File: src/rtl/ext_irq_pkg.sv
package ext_irq_pkg;
  localparam int unsigned REG_W    = 4;
  localparam int unsigned MODE_BIT = 0;
  localparam int unsigned MASK_BIT = 1;
  localparam int unsigned ACK_BIT  = 2;
  localparam int unsigned PEND_BIT = 3;

  typedef struct packed {
    logic mask;
    logic level_mode;
  } irq_ctrl_t;
endpackage

File: src/rtl/irq_pin_sync.sv
module irq_pin_sync #(
  parameter int unsigned STAGES = 2
) (
  input  logic clk_i,
  input  logic rst_ni,
  input  logic pin_ni,
  output logic level_o,
  output logic fall_o
);
  localparam int unsigned CW = STAGES + 1;

  // chain[STAGES-1] is the synchronized level, chain[STAGES] its previous sample.
  // Reset to 0 so a pin held low through reset gives no false edge.
  logic [CW-1:0] chain_q;

  always_ff @(posedge clk_i or negedge rst_ni) begin
    if (!rst_ni) chain_q <= '0;
    else         chain_q <= {chain_q[CW-2:0], pin_ni};
  end

  assign level_o = chain_q[STAGES-1];
  assign fall_o  = chain_q[STAGES] & ~chain_q[STAGES-1];
endmodule

File: src/rtl/irq_pend_ctrl.sv
module irq_pend_ctrl (
  input  logic clk_i,
  input  logic rst_ni,
  input  logic level_mode_i,
  input  logic fall_i,
  input  logic pin_hi_i,
  input  logic ack_i,
  output logic pend_o
);
  logic pend_q, ack_held_q;
  logic ack_any, clr, pend_d, ack_held_d;

  assign ack_any = ack_i | (level_mode_i & ack_held_q);
  // Edge mode: acknowledge alone. Level mode: acknowledge and pin high.
  assign clr     = level_mode_i ? (ack_any & pin_hi_i) : ack_i;
  assign pend_d  = fall_i | (pend_q & ~clr);
  // Hold an acknowledge seen while the pin is low; a new edge discards it.
  assign ack_held_d = level_mode_i & pend_q & ~fall_i & ack_any & ~pin_hi_i;

  always_ff @(posedge clk_i or negedge rst_ni) begin
    if (!rst_ni) begin
      pend_q     <= 1'b0;
      ack_held_q <= 1'b0;
    end else begin
      pend_q     <= pend_d;
      ack_held_q <= ack_held_d;
    end
  end

  assign pend_o = pend_q;

  a_r2_fall_sets: assert property (@(posedge clk_i) disable iff (!rst_ni)
    fall_i |=> pend_o);
  a_r3_edge_ack_clears: assert property (@(posedge clk_i) disable iff (!rst_ni)
    (!level_mode_i && pend_o && ack_i && !fall_i) |=> !pend_o);
  a_r4_low_holds: assert property (@(posedge clk_i) disable iff (!rst_ni)
    (level_mode_i && pend_o && !pin_hi_i) |=> pend_o);
  a_r6_edge_drops_ack: assert property (@(posedge clk_i) disable iff (!rst_ni)
    fall_i |=> !ack_held_q);
endmodule

File: src/rtl/irq_csr.sv
module irq_csr
  import ext_irq_pkg::*;
(
  input  logic             clk_i,
  input  logic             rst_ni,
  input  logic             wr_i,
  input  logic [REG_W-1:0] wdata_i,
  input  logic             pend_i,
  output irq_ctrl_t        ctrl_o,
  output logic             ack_sw_o,
  output logic [REG_W-1:0] rdata_o
);
  irq_ctrl_t ctrl_q;
  logic      unused_wbit;

  always_ff @(posedge clk_i or negedge rst_ni) begin
    if (!rst_ni) begin
      ctrl_q <= '0;
    end else if (wr_i) begin
      ctrl_q.level_mode <= wdata_i[MODE_BIT];
      ctrl_q.mask       <= wdata_i[MASK_BIT];
    end
  end

  assign ack_sw_o    = wr_i & wdata_i[ACK_BIT];
  assign unused_wbit = wdata_i[PEND_BIT];
  assign ctrl_o      = ctrl_q;

  always_comb begin
    rdata_o           = '0;
    rdata_o[MODE_BIT] = ctrl_q.level_mode;
    rdata_o[MASK_BIT] = ctrl_q.mask;
    rdata_o[PEND_BIT] = pend_i;
  end
endmodule

File: src/rtl/ext_irq_latch.sv
module ext_irq_latch
  import ext_irq_pkg::*;
#(
  parameter int unsigned      SYNC_STAGES = 2,
  parameter int unsigned      ADDR_W      = 16,
  parameter logic [ADDR_W-1:0] VEC_ADDR   = 16'hFFFA
) (
  input  logic              clk_i,
  input  logic              rst_ni,
  input  logic              pin_ni,
  input  logic              reg_wr_i,
  input  logic [REG_W-1:0]  reg_wdata_i,
  output logic [REG_W-1:0]  reg_rdata_o,
  input  logic              vec_fetch_i,
  output logic              irq_o,
  output logic              pin_level_o,
  output logic [ADDR_W-1:0] vec_hi_addr_o,
  output logic [ADDR_W-1:0] vec_lo_addr_o
);
  logic      pin_hi, fall, pend, ack_sw;
  irq_ctrl_t ctrl;

  irq_pin_sync #(.STAGES(SYNC_STAGES)) u_sync (
    .clk_i   (clk_i),
    .rst_ni  (rst_ni),
    .pin_ni  (pin_ni),
    .level_o (pin_hi),
    .fall_o  (fall)
  );

  irq_csr u_csr (
    .clk_i    (clk_i),
    .rst_ni   (rst_ni),
    .wr_i     (reg_wr_i),
    .wdata_i  (reg_wdata_i),
    .pend_i   (pend),
    .ctrl_o   (ctrl),
    .ack_sw_o (ack_sw),
    .rdata_o  (reg_rdata_o)
  );

  irq_pend_ctrl u_pend (
    .clk_i        (clk_i),
    .rst_ni       (rst_ni),
    .level_mode_i (ctrl.level_mode),
    .fall_i       (fall),
    .pin_hi_i     (pin_hi),
    .ack_i        (vec_fetch_i | ack_sw),
    .pend_o       (pend)
  );

  assign irq_o         = pend & ~ctrl.mask;
  assign pin_level_o   = pin_hi;
  assign vec_hi_addr_o = VEC_ADDR;
  assign vec_lo_addr_o = VEC_ADDR + ADDR_W'(1);

  a_r9_mask_blocks: assert property (@(posedge clk_i) disable iff (!rst_ni)
    reg_rdata_o[MASK_BIT] |-> !irq_o);
  a_r9_pend_drives_irq: assert property (@(posedge clk_i) disable iff (!rst_ni)
    (!reg_rdata_o[MASK_BIT] && reg_rdata_o[PEND_BIT]) |-> irq_o);
  a_r10_ack_reads_zero: assert property (@(posedge clk_i) disable iff (!rst_ni)
    !reg_rdata_o[ACK_BIT]);
endmodule

File: config.mk
export PLATFORM = sky130hd
export DESIGN_NAME = ext_irq_latch
export DESIGN_NICKNAME = d
export VERILOG_FILES = /design/src/rtl/ext_irq_pkg.sv /design/src/rtl/irq_pin_sync.sv /design/src/rtl/irq_pend_ctrl.sv /design/src/rtl/irq_csr.sv /design/src/rtl/ext_irq_latch.sv
export SDC_FILE = /design/constraint.sdc
export NUM_CORES = 1
export LEC_CHECK = 0
export BUFFER_PORTS_ARGS = -buffer_cell sky130_fd_sc_hd__clkbuf_2
export CORE_MARGIN = 2
export CORE_UTILIZATION = 38
export DETAILED_ROUTE_END_ITERATION = 10
export PLACE_DENSITY = 0.9
export SYNTH_ARGS = -nofsm -noshare
export SYNTH_HDL_FRONTEND = slang
export SYNTH_SLANG_ARGS = --single-unit
File: constraint.sdc
create_clock -name clk_i -period 1.41 [get_ports clk_i]
set_clock_uncertainty 0.1 [all_clocks]
set_input_delay 0.0705 -clock clk_i [delete_from_list [all_inputs] [get_ports clk_i]]
set_output_delay 0.0705 -clock clk_i [all_outputs]
set_load 0.03 [all_outputs]
# Word-level counts from Yosys, hierarchy flattened
# Index checks and enable logic that the tools add are counted.
# totals
reg_bits,7
output_inout_bits,38
wordCells,23
# op_classes
muxes,1
n_bitwise,17
# op_table
cell,n
$and 1x1->1,10
$not 1->1,4
$or 1x1->1,3
$mux 1,1

# Longest topological paths before layout
# depth
depth_word,8
mapped_depth,2

# By module
# From an unflattened synthesis, not the netlist that was laid out.
# unflattened
hier_cells,59
area_unflattened_um2,559.3
# by_module_without_submodules
module,instances,cells_per_inst,area_per_inst_um2,seq_area_each_um2
ext_irq_latch,1,36,260.2,0.0
irq_csr,1,10,113.9,50.0
irq_pend_ctrl,1,9,96.3,50.0
irq_pin_sync,1,4,88.8,75.1

# Worst setup path after synthesis
# OpenSTA, ideal clock, no wires.
# synth_path
kind,register to output
from,reg u_csr.ctrl_q (netlist bit u_csr.ctrl_o[1])
to,out irq_o
arrival_time_ps,969
t_required_ps,1240
slack_ps,270
stages_incl_launch_ff,2
path_buffers,0
path_cell_list,dfrtp_1 -> nor2b_1
# synth_via
elab_chain_len,2
# synth_lines
element,line_no,text
start: declaration,irq_csr.sv:13,irq_ctrl_t ctrl_q;
$not 1->1,ext_irq_latch.sv:52,assign irq_o = pend & ~ctrl.mask;
$and 1x1->1,ext_irq_latch.sv:52,
end: declaration,ext_irq_latch.sv:15,"output logic irq_o,"
# No other way between the ends.

# Worst setup path in the final report
# layout_path
from,reg u_pend.pend_q (netlist: u_pend.pend_o)
to,out irq_o
# layout_via
elab_chain_len,1
# layout_lines
element,line_no,text
start: declaration,irq_pend_ctrl.sv:10,"logic pend_q, ack_held_q;"
start signal: assignment,irq_pend_ctrl.sv:25,pend_q <= pend_d;
$and 1x1->1,ext_irq_latch.sv:52,
# No other way between the ends.

==> impl_metrics.env <==
export IMPL_gr_usage_all_layers_pct=9.56
export IMPL_rsz0062_at_grt="false"
export IMPL_num_rows=13
export IMPL_place_hpwl_um=530
export IMPL_syn_cell_area_sq_um=527
export IMPL_critPathRequiredTime_ns=1.24
export IMPL_fp_dieH_um=41.2
export IMPL_critical_path_max_fanout=5
export IMPL_fp_dieArea_sq_mm=0.00170
export IMPL_nets=81
export IMPL_cts_buffer_depth=2
export IMPL_design_power_total_w=0.000611
export IMPL_area_growth_synth_to_final_pct=1.66
export IMPL_synth_seq_cells=7
export IMPL_cts_resized=0
export IMPL_timing_hold_violations_final=0
export IMPL_ys_types=12
export IMPL_final_seq_area_sq_um=175
export IMPL_final_critical_path_setup_slack_ns=0.226
export IMPL_post_route_drc_count=0
export IMPL_final_antenna_net_count=0
export IMPL_post_cts_buffers=0
export IMPL_gp_routability_congestion=0.660
export IMPL_clock_sinks=7
export IMPL_max_clock_freq_ghz=0.844
export IMPL_critPathLaunchType="flip-flop"
export IMPL_clkSlewWorstSetupHoldPaths_ns=0.05
export IMPL_holdCritStartpoint="reg_wdata_i[2]"
export IMPL_period_needed_ns=1.18
export IMPL_finalMaxSlewViolations=0
export IMPL_setup_tns_ns=0
export IMPL_max_cap_viol_count=0
export IMPL_max_vdd_ir_drop_mv=0.534
export IMPL_num_antenna_cells=0
export IMPL_part_of_the_yosys_area_used_for_sequential_elements_pct=33.3
export IMPL_tritoncts_num_buffers=3
export IMPL_worstPathArrival_ns=1.01
export IMPL_starting_utilization_of_the_core_area_pct=40.5
export IMPL_drt_wl_total_um=704
export IMPL_post_route_period_util_pct=84.0
export IMPL_setup_violations_final=0
export IMPL_antenna_found_initial=0
export IMPL_detailedRoute_firstIterationViolations=0
export IMPL_multi_input_comb_area_sq_um=201
export IMPL_synthesis_area_per_instance_sq_um=9.75
export IMPL_chipWidth_um=41.2
export IMPL_number_of_global_route_vias_before_repair=242
export IMPL_grt_overflow=0
export IMPL_port_buffers=12
export IMPL_dpl_worst_slack_ns=0.396
export IMPL_layout_filler_cells=136
export IMPL_global_route_wire_length_before_repair_um=986
export IMPL_cts_tree="yes"
export IMPL_power_density_mw_per_mm2=1140
export IMPL_cts_htree_levels=1
export IMPL_yosys_warnings=0
export IMPL_worst_setup_path_startpoint="u_pend.pend_o"
export IMPL_run_status="complete, no violations"
export IMPL_post_drt_wl_per_cell_um=8.19
export IMPL_route_detailed_vias_per_inst=3.43
export IMPL_clk_latency_ns=0.25
export IMPL_fp_coreArea_sq_mm=0.00130
export IMPL_setup_worst_path_class="reg2out"
export IMPL_grt_max_degree=8
export IMPL_vias=295
export IMPL_timing_hold_worst_class="in2reg"
export IMPL_clock_root_buffer="sky130_fd_sc_hd__clkbuf_4"
export IMPL_cell_count_after_synthesis=54
export IMPL_drtPass1Iterations=1
export IMPL_post_route_cells_drive_above_1_share_pct=26.8
export IMPL_rr_startpoint="u_pend.pend_o"
export IMPL_cellLeakagePower_nw=0.298
export IMPL_end_kind="output pin"
export IMPL_floorplan_io_pins=47
Yosys cell counts:
cell type                   count  area, sq um
sky130_fd_sc_hd__buf_4         35          263
sky130_fd_sc_hd__inv_1          1         3.75
sky130_fd_sc_hd__a21boi_0       1         7.51
sky130_fd_sc_hd__mux2_2         2         22.5
sky130_fd_sc_hd__nand2_1        1         3.75
sky130_fd_sc_hd__o2bb2ai_1      1         8.76
sky130_fd_sc_hd__a21oi_2        1         8.76
sky130_fd_sc_hd__conb_1         2         7.51
sky130_fd_sc_hd__nor2b_1        1         6.26
sky130_fd_sc_hd__a21oi_1        1         5.00
sky130_fd_sc_hd__a2111oi_2      1         15.0
sky130_fd_sc_hd__dfrtp_1        7          175
cell type report:
| cell class | instances | share of cell area (%) |
|---|---|---|
| multi-input cells | 42 | 37.6 |
| repair buffers | 17 | 20.6 |
| inverters | 1 | 0.701 |
| well taps | 15 | 3.50 |
| clock buffers | 4 | 4.91 |
| flip-flops and latches | 7 | 32.7 |
worst max-delay path, stage by stage, from the launching register on:
cell and delay, ns:
sky130_fd_sc_hd__dfrtp_1 0.40, sky130_fd_sc_hd__nor2b_1 0.15, sky130_fd_sc_hd__clkbuf_2 0.21
repair_timing:
action                     in CTS  in global routing
hold endpoints to repair       11                  0
setup endpoints to repair       0                  0
hold buffers                    5                  0
through the flow:
step	util [%]	hold slack (ns)	cells	area, sq um
2_1_floorplan	-	-0.325	85	643
3_3_place_gp	35.3	-0.190	77	459
3_5_place_dp	35.3	-0.184	77	459
4_1_cts	41.2	0.0120	86	536
5_1_grt	41.2	0.0313	86	536
6_report	41.2	0.0191	86	536
registers in the layout (all words and copies together), names as in the netlist:
name               cells
u_sync.chain_q         3
u_csr.ctrl_o           2
u_pend.ack_held_q      1
u_pend.pend_o          1
cell families (layout without fill, tap and decap cells):
logic type | count (synthesis) | count (layout) | synth area share (%)
AOI/OAI and AO/OA | 5 | 5 | 8.55
buffers and inverters | 36 | 22 | 50.6
DFF | 7 | 7 | 33.3
muxes | 2 | 2 | 4.28
other | 2 | 33 | 1.43
and+or+nand+nor | 2 | 2 | 1.90
per-layer routing:
layer  vias up  GRT usage [%]  routed length (um)
li1        137              -                   -
met1       133           10.3                 227
met2        23           14.8                 386
met3         2           2.17                  79
met4         0           9.68                  10
met5         -              0                   0
power by group:
group	leakage, nW	internal [W]	total (W)	switching (W)
registers	0.0844	0.000215	0.000229	0.0000140
clock network	0.0150	0.000108	0.000181	0.0000727
logic	0.199	0.0000367	0.000201	0.000164
placed cells by master (no fill, tap or decap):
| cell type | synthesis | layout |
|---|---|---|
| sky130_fd_sc_hd__dlygate4sd3_1 | 0 | 5 |
| sky130_fd_sc_hd__o2bb2ai_1 | 1 | 1 |
| sky130_fd_sc_hd__conb_1 | 2 | 33 |
| sky130_fd_sc_hd__a21oi_2 | 1 | 1 |
| sky130_fd_sc_hd__dfrtp_1 | 7 | 7 |
| sky130_fd_sc_hd__a2111oi_2 | 1 | 1 |
| sky130_fd_sc_hd__clkbuf_1 | 0 | 1 |
| sky130_fd_sc_hd__mux2_2 | 2 | 2 |
| sky130_fd_sc_hd__clkbuf_4 | 0 | 3 |
| sky130_fd_sc_hd__a21boi_0 | 1 | 1 |
| sky130_fd_sc_hd__nand2_1 | 1 | 1 |
| sky130_fd_sc_hd__clkbuf_2 | 0 | 12 |
| sky130_fd_sc_hd__a21oi_1 | 1 | 1 |
| sky130_fd_sc_hd__nor2b_1 | 1 | 1 |
| sky130_fd_sc_hd__inv_1 | 1 | 1 |
worst paths after layout:
check                      cells after the start  slack [ns]                 to
max reg2reg                                    2        0.40  u_pend.ack_held_q
max in group asynchronous                      2        0.96  u_pend.ack_held_q
min                                            3        0.02      u_pend.pend_o
max                                            2        0.23              irq_o
min reg2reg                                    0        0.25  u_sync.chain_q[1]
min in group asynchronous                      2        0.09    u_csr.ctrl_o[0]
Power figures use the tool's default switching activity.
